### config.mk
export PLATFORM = sky130hd
export DESIGN_NAME = strobe_port
export DESIGN_NICKNAME = d
export VERILOG_FILES = /design/src/rtl/strobe_port_pkg.sv /design/src/rtl/sp_sync.sv /design/src/rtl/sp_rx_engine.sv /design/src/rtl/sp_tx_engine.sv /design/src/rtl/strobe_port.sv
export SDC_FILE = /design/constraint.sdc
export NUM_CORES = 1
export LEC_CHECK = 0
export ABC_AREA = 1
export BUFFER_PORTS_ARGS = -buffer_cell sky130_fd_sc_hd__buf_4
export CORE_ASPECT_RATIO = 1.2
export CORE_MARGIN = 2
export CORE_UTILIZATION = 50
export CTS_BUF_LIST = sky130_fd_sc_hd__clkbuf_8
export CTS_CLUSTER_DIAMETER = 80
export DETAILED_ROUTE_END_ITERATION = 12
export GPL_ROUTABILITY_DRIVEN = 0
export PLACE_DENSITY = 0.86
export SLEW_MARGIN = 10
export SYNTH_ARGS = -nofsm -noshare
export SYNTH_HDL_FRONTEND = slang
export SYNTH_HIERARCHICAL = 1
export SYNTH_SLANG_ARGS = --single-unit
### constraint.sdc
create_clock -name clk -period 1.4 [get_ports clk]
set_input_delay 0.21 -clock clk [delete_from_list [all_inputs] [get_ports clk]]
set_output_delay 0.21 -clock clk [all_outputs]
set_load 0.01 [all_outputs]
### src/rtl/strobe_port_pkg.sv
package strobe_port_pkg;

  typedef enum logic [0:0] {
    RX_IDLE = 1'b0,
    RX_HOLD = 1'b1
  } rx_state_e;

  typedef enum logic [1:0] {
    TX_IDLE    = 2'd0,
    TX_SETUP   = 2'd1,
    TX_STROBE  = 2'd2,
    TX_RELEASE = 2'd3
  } tx_state_e;

endpackage

### src/rtl/sp_sync.sv
module sp_sync #(
  parameter int   STAGES  = 2,
  parameter logic RST_VAL = 1'b1
) (
  input  logic clk,
  input  logic rst_n,
  input  logic d,
  output logic q
);
  localparam int LAST = STAGES - 1;

  logic [STAGES-1:0] st_q;
  logic [STAGES-1:0] st_d;

  always_comb begin
    st_d = {st_q[STAGES-2:0], d};
  end

  always_ff @(posedge clk or negedge rst_n) begin
    if (!rst_n) st_q <= {STAGES{RST_VAL}};
    else        st_q <= st_d;
  end

  assign q = st_q[LAST];
endmodule

### src/rtl/sp_rx_engine.sv
module sp_rx_engine import strobe_port_pkg::*; #(
  parameter int DATA_W = 8
) (
  input  logic              clk,
  input  logic              rst_n,
  input  logic              en,
  input  logic              dav_s,
  input  logic [DATA_W-1:0] pin_data,
  output logic [DATA_W-1:0] rx_data,
  output logic              rx_valid,
  input  logic              rx_ready,
  output logic              rdy_o,
  output logic              got_o
);
  rx_state_e         state_q, state_d;
  logic [DATA_W-1:0] data_q, data_d;
  logic              vld_q, vld_d;
  logic              got, take;

  // HOLD is only left when the strobe is high, so a low strobe seen in IDLE is a new fall
  always_comb begin
    got     = en && (state_q == RX_IDLE) && !dav_s;
    take    = vld_q && rx_ready;
    state_d = state_q;
    data_d  = data_q;
    vld_d   = vld_q;
    if (take) vld_d = 1'b0;
    if (got) begin
      vld_d  = 1'b1;
      data_d = pin_data;
    end
    case (state_q)
      RX_IDLE: if (got) state_d = RX_HOLD;
      RX_HOLD: if (dav_s && !vld_q) state_d = RX_IDLE;
      default: state_d = RX_IDLE;
    endcase
  end

  always_ff @(posedge clk or negedge rst_n) begin
    if (!rst_n) begin
      state_q <= RX_IDLE;
      vld_q   <= 1'b0;
      data_q  <= '0;
    end else begin
      state_q <= state_d;
      vld_q   <= vld_d;
      if (got) data_q <= data_d;
    end
  end

  assign rx_data  = data_q;
  assign rx_valid = vld_q;
  assign rdy_o    = (state_q == RX_IDLE);
  assign got_o    = got;
endmodule

### src/rtl/sp_tx_engine.sv
module sp_tx_engine import strobe_port_pkg::*; #(
  parameter int DATA_W = 8
) (
  input  logic              clk,
  input  logic              rst_n,
  input  logic              en,
  input  logic              rdy_s,
  input  logic [DATA_W-1:0] tx_data,
  input  logic              tx_valid,
  output logic              tx_ready,
  output logic [DATA_W-1:0] pin_data,
  output logic              dav_o,
  output logic              idle_o,
  output logic              sent_o
);
  tx_state_e         state_q, state_d;
  logic [DATA_W-1:0] data_q;
  logic              accept, sent;

  always_comb begin
    tx_ready = en && (state_q == TX_IDLE) && rdy_s;
    accept   = tx_ready && tx_valid;
    sent     = (state_q == TX_STROBE) && !rdy_s;
    state_d  = state_q;
    case (state_q)
      TX_IDLE:    if (accept) state_d = TX_SETUP;
      TX_SETUP:   state_d = TX_STROBE;
      TX_STROBE:  if (!rdy_s) state_d = TX_RELEASE;
      TX_RELEASE: if (rdy_s) state_d = TX_IDLE;
      default:    state_d = TX_IDLE;
    endcase
  end

  always_ff @(posedge clk or negedge rst_n) begin
    if (!rst_n) begin
      state_q <= TX_IDLE;
      data_q  <= '0;
    end else begin
      state_q <= state_d;
      if (accept) data_q <= tx_data;
    end
  end

  assign pin_data = data_q;
  assign dav_o    = (state_q != TX_STROBE);
  assign idle_o   = (state_q == TX_IDLE);
  assign sent_o   = sent;
endmodule

### src/rtl/strobe_port.sv
module strobe_port #(
  parameter int DATA_W      = 8,
  parameter int SYNC_STAGES = 2
) (
  input  logic              clk,
  input  logic              rst_n,
  input  logic              out_mode_req,
  input  logic [DATA_W-1:0] pin_data_in,
  output logic [DATA_W-1:0] pin_data_out,
  output logic              pin_oe,
  input  logic              dav_in,
  output logic              dav_out,
  input  logic              rdy_in,
  output logic              rdy_out,
  output logic [DATA_W-1:0] rx_data,
  output logic              rx_valid,
  input  logic              rx_ready,
  input  logic [DATA_W-1:0] tx_data,
  input  logic              tx_valid,
  output logic              tx_ready,
  output logic              done
);
  logic core_rst_n;
  logic dav_s, rdy_s;
  logic dir_q, dir_d, dir_en;
  logic done_q, done_d;
  logic rx_rdy, rx_got;
  logic tx_dav, tx_idle, tx_sent;

  // reset: asserted at once, released after SYNC_STAGES edges
  sp_sync #(.STAGES(SYNC_STAGES), .RST_VAL(1'b0)) u_rst_sync (
    .clk(clk), .rst_n(rst_n), .d(1'b1), .q(core_rst_n));

  sp_sync #(.STAGES(SYNC_STAGES), .RST_VAL(1'b1)) u_dav_sync (
    .clk(clk), .rst_n(core_rst_n), .d(dav_in), .q(dav_s));

  sp_sync #(.STAGES(SYNC_STAGES), .RST_VAL(1'b1)) u_rdy_sync (
    .clk(clk), .rst_n(core_rst_n), .d(rdy_in), .q(rdy_s));

  sp_rx_engine #(.DATA_W(DATA_W)) u_rx (
    .clk(clk), .rst_n(core_rst_n), .en(!dir_q), .dav_s(dav_s),
    .pin_data(pin_data_in), .rx_data(rx_data), .rx_valid(rx_valid),
    .rx_ready(rx_ready), .rdy_o(rx_rdy), .got_o(rx_got));

  sp_tx_engine #(.DATA_W(DATA_W)) u_tx (
    .clk(clk), .rst_n(core_rst_n), .en(dir_q), .rdy_s(rdy_s),
    .tx_data(tx_data), .tx_valid(tx_valid), .tx_ready(tx_ready),
    .pin_data(pin_data_out), .dav_o(tx_dav), .idle_o(tx_idle),
    .sent_o(tx_sent));

  // direction changes only while neither handshake is in progress
  always_comb begin
    dir_en = rx_rdy && !rx_valid && tx_idle;
    dir_d  = out_mode_req;
    done_d = rx_got || tx_sent;
  end

  always_ff @(posedge clk or negedge core_rst_n) begin
    if (!core_rst_n) begin
      dir_q  <= 1'b0;
      done_q <= 1'b0;
    end else begin
      if (dir_en) dir_q <= dir_d;
      done_q <= done_d;
    end
  end

  assign pin_oe  = dir_q;
  assign rdy_out = rx_rdy;
  assign dav_out = tx_dav;
  assign done    = done_q;
endmodule

==> key figures <==
Die
  • Total die area: 0.00281 sq mm
  • Core region area: approximately 0.0023 sq mm
  • Row count: 19
  • Top Ports: 45
  • Chip Width: about 49 microns
  • Vert. Die Dim: a little under 60 microns
  • Initial Utilization: between 50% and 60%

Yosys
  • Most frequent cell after synthesis: nand2_1
  • Top-area cell type share of the netlist area: around half
  • Cells after synthesis: about 120
  • Syn Nets: approximately 140
  • Post-synth cell types: 21
  • Synth area leader: dfrtp_1
  • Synth Cell Area: 0.00120 sq mm
  • Ys async rst share: 100%
  • Synth Register Bits: 28
  • Top post-synthesis cells by area: dfrtp_1, nand2_1, dfstp_2, o21ai_2, inv_1
  • Syn Area/Cell: approximately 10 sq um
  • Commonest cells in the netlist: nand2_1, dfrtp_1, inv_1
  • Dominant register cell in the synthesized netlist: dfrtp_1
  • Post-synthesis sequential area ratio: 58.8%
  • Yosys warnings: 6
  • Post-synth EDFFs: 0

Pwr
  • VDD IR max: 1360 uV
  • Power per Cell Area: around 2100 mW/mm^2
  • Leakage: about 0.91 nW

Clock network
  • Worst-path clk slew: ~90 ps
  • Number of CTS-inserted buffers: 3
  • Clock root buffer: clkbuf_8
  • H-tree levels: 1
  • CTS Sinks: 28
  • Clk buf depth: 2
  • CTS tree: done
  • Clk Latency, worst-skew pair: 270 ps

Setup path
  • Worst flop-to-flop path endpoint: u_tx/state_q[0]$_DFFE_PN0P_
  • Worst setup SP type: register
  • Required time of the worst setup path: roughly 1200 ps
  • RR Startpoint: u_tx/state_q[1]$_DFFE_PN0P_
  • FF-to-FF path depth: 8
  • Arrival @ worst endpoint: roughly 1200 ps
  • CP Class: reg -> out
  • Worst setup EP type: output port
  • Largest fanout on the critical path: 3
  • Flop2flop setup slack: 80 ps

Outcome
  • Status: complete, but fails checks
  • Failing checks: negative setup slack

Hold path
  • Hold crit path type: in -> reg
  • Origin of the worst min-delay path: dav_in
  • Hold EP: u_dav_sync/st_q[0]$_DFF_PN1_
  • Worst hold stages: 1

Placement
  • Placed cells: roughly 190
  • Detailed Place HPWL: between 1500 and 2000 microns
  • Placed Area: ~0.0016 sq mm
  • Pre-CTS WS: ~54 ps
  • Buffers added on ports: 44

Route
  • Final WL: 2520 microns
  • Vias: roughly 1000
  • Via/cell ratio: approximately 4.9
  • DR iter-0 viols: 27
  • Routed length per instance: 12.6 microns
  • Drt first pass iters: 5
  • Detailed-route DRC error count: 0
  • Antenna-violating nets left: 0

Layout
  • Storage cell area: 706 sq um
  • Post-route cell area: between 0.0015 and 0.002 sq mm
  • Area grow syn2layout: 40.4%
  • Filler instances: between 150 and 200
  • Nets: 196
  • Multi-input logic area: ~410 sq um
  • Diode count: 0
  • Layout cells sized above 1: 47.3%
  • Final Non-Filler Cells: 200
  • Layout Utilization: roughly three quarters

Global routing
  • Met1 Use GR: 21.6%
  • Largest net degree at the start of global routing: 19
  • Top Usage Layer GRT: met2
  • Gr ovfl total: 0
  • First-pass GRT wire length: around 4000 microns
  • Initial antenna violation count: 0
  • GRT Util Overall: a little under a fifth
  • Vias in the first global route: between 900 and 1000
  • Grt met3 use: a little under 4%
  • M2 GR Usage: 35.0%

STA
  • F_max: approximately 700 MHz
  • Hold Slack: about 37 ps
  • Final Max Tran Viols: 0
  • Fin. Hold Viols: 0
  • Final critical-path share of the clock period: 100%
  • Worst clock skew: around 7.1 ps
  • Setup Viol. Count Final: 1
  • Final setup margin: -4.05 ps
  • Final min period: about 1400 ps
  • Unrepaired setup endpoints after global routing: yes

Run
  • MaxCap Viol Count: 0
## what timing repair did
item                                    in CTS  in global routing
hold endpoints to repair                     2                  0
endpoints found under the setup margin       1                  4
resized for setup                            4                  3
pin swaps                                    1                  0
setup buffers                                4                  0
hold buffers                                 1                  0
## worst max-delay path by stage
stage / endpoint / from / slack [ps] / cells after the start
after floorplan: u_tx/pin_data[1]$_DFFE_PN0P_ / u_tx/state_q[0]$_DFFE_PN0P_ / 150 / 6
after global placement: u_tx/pin_data[4]$_DFFE_PN0P_ / u_tx/state_q[0]$_DFFE_PN0P_ / 130 / 6
after detailed placement: u_tx/pin_data[6]$_DFFE_PN0P_ / u_tx/state_q[0]$_DFFE_PN0P_ / 50 / 6
after CTS: dav_out / u_tx/state_q[1]$_DFFE_PN0P_ / 20 / 4
after global routing: dav_out / u_tx/state_q[1]$_DFFE_PN0P_ / -40 / 4
final: dav_out / u_tx/state_q[1]$_DFFE_PN0P_ / -4 / 4
## through the flow
| step | setup TNS (ps) | total power, mW |
|---|---|---|
| floorplan | 0 | 2.23 |
| global route | -73.7 | 3.75 |
| detailed placement | 0 | 2.90 |
| CTS | 0 | 3.51 |
| finish | -4.05 | 3.51 |
| global placement | 0 | 2.82 |
## worst max-delay path: stages, from the launching register on
cell and delay [ps]:
dfrtp_1 420, buf_4 160, ha_2 190, inv_2 60, buf_4 110
## layer usage
layer / wire length (microns) / up-vias
met5: 0 / -
met4: 27 / 0
met3: 113 / 2
met2: 1420 / 26
met1: 960 / 476
li1: - / 469
## where the power goes
group	leakage, nW	switching [mW]	internal (mW)	total (mW)
Sequential	0.338	0.221	1.14	1.36
Clock	0.0288	0.239	0.251	0.490
Combinational	0.543	0.848	0.816	1.66
Total	0.910	1.31	2.21	3.51
## cell usage in the layout (no fill, tap or decap), drive strengths merged
| cell type | instances |
|---|---|
| nor2 | 2 |
| ha | 3 |
| o21ai | 10 |
| inv | 18 |
| nand4 | 10 |
| conb | 1 |
| or2 | 2 |
| dfrtp | 24 |
| nand2 | 33 |
| dlygate4sd3 | 1 |
| buf | 51 |
| clkbuf | 4 |
| a21oi | 1 |
| dfstp | 4 |
| nand3 | 4 |
| and3 | 1 |
## registers in the layout (all words and copies together), names as in the netlist, 2 cells and up
register and cells:
u_dav_sync/st_q 2, u_tx/state_q 2, u_rdy_sync/st_q 2, u_rx/rx_data 8, u_rst_sync/st_q 2, u_tx/pin_data 8
## cells by family after synthesis
group | Yosys count | share of synthesized area [%]
buffers and inverters | 21 | 8.65
DFF | 28 | 58.8
and+or+nand+nor | 52 | 22.0
adders and majority gates | 3 | 3.13
AOI/OAI and AO/OA | 11 | 7.09
other | 1 | 0.313
## layout make-up
| cell class | count | share of cell area (%) |
|---|---|---|
| Timing Repair Buffer | 52 | 24.1 |
| Inverter | 18 | 4.16 |
| Clock buffer | 4 | 3.27 |
| Tap cell | 31 | 2.30 |
| Sequential cell | 28 | 41.9 |
| Multi-Input combinational cell | 67 | 24.3 |
(Power assumes the default switching activity.)
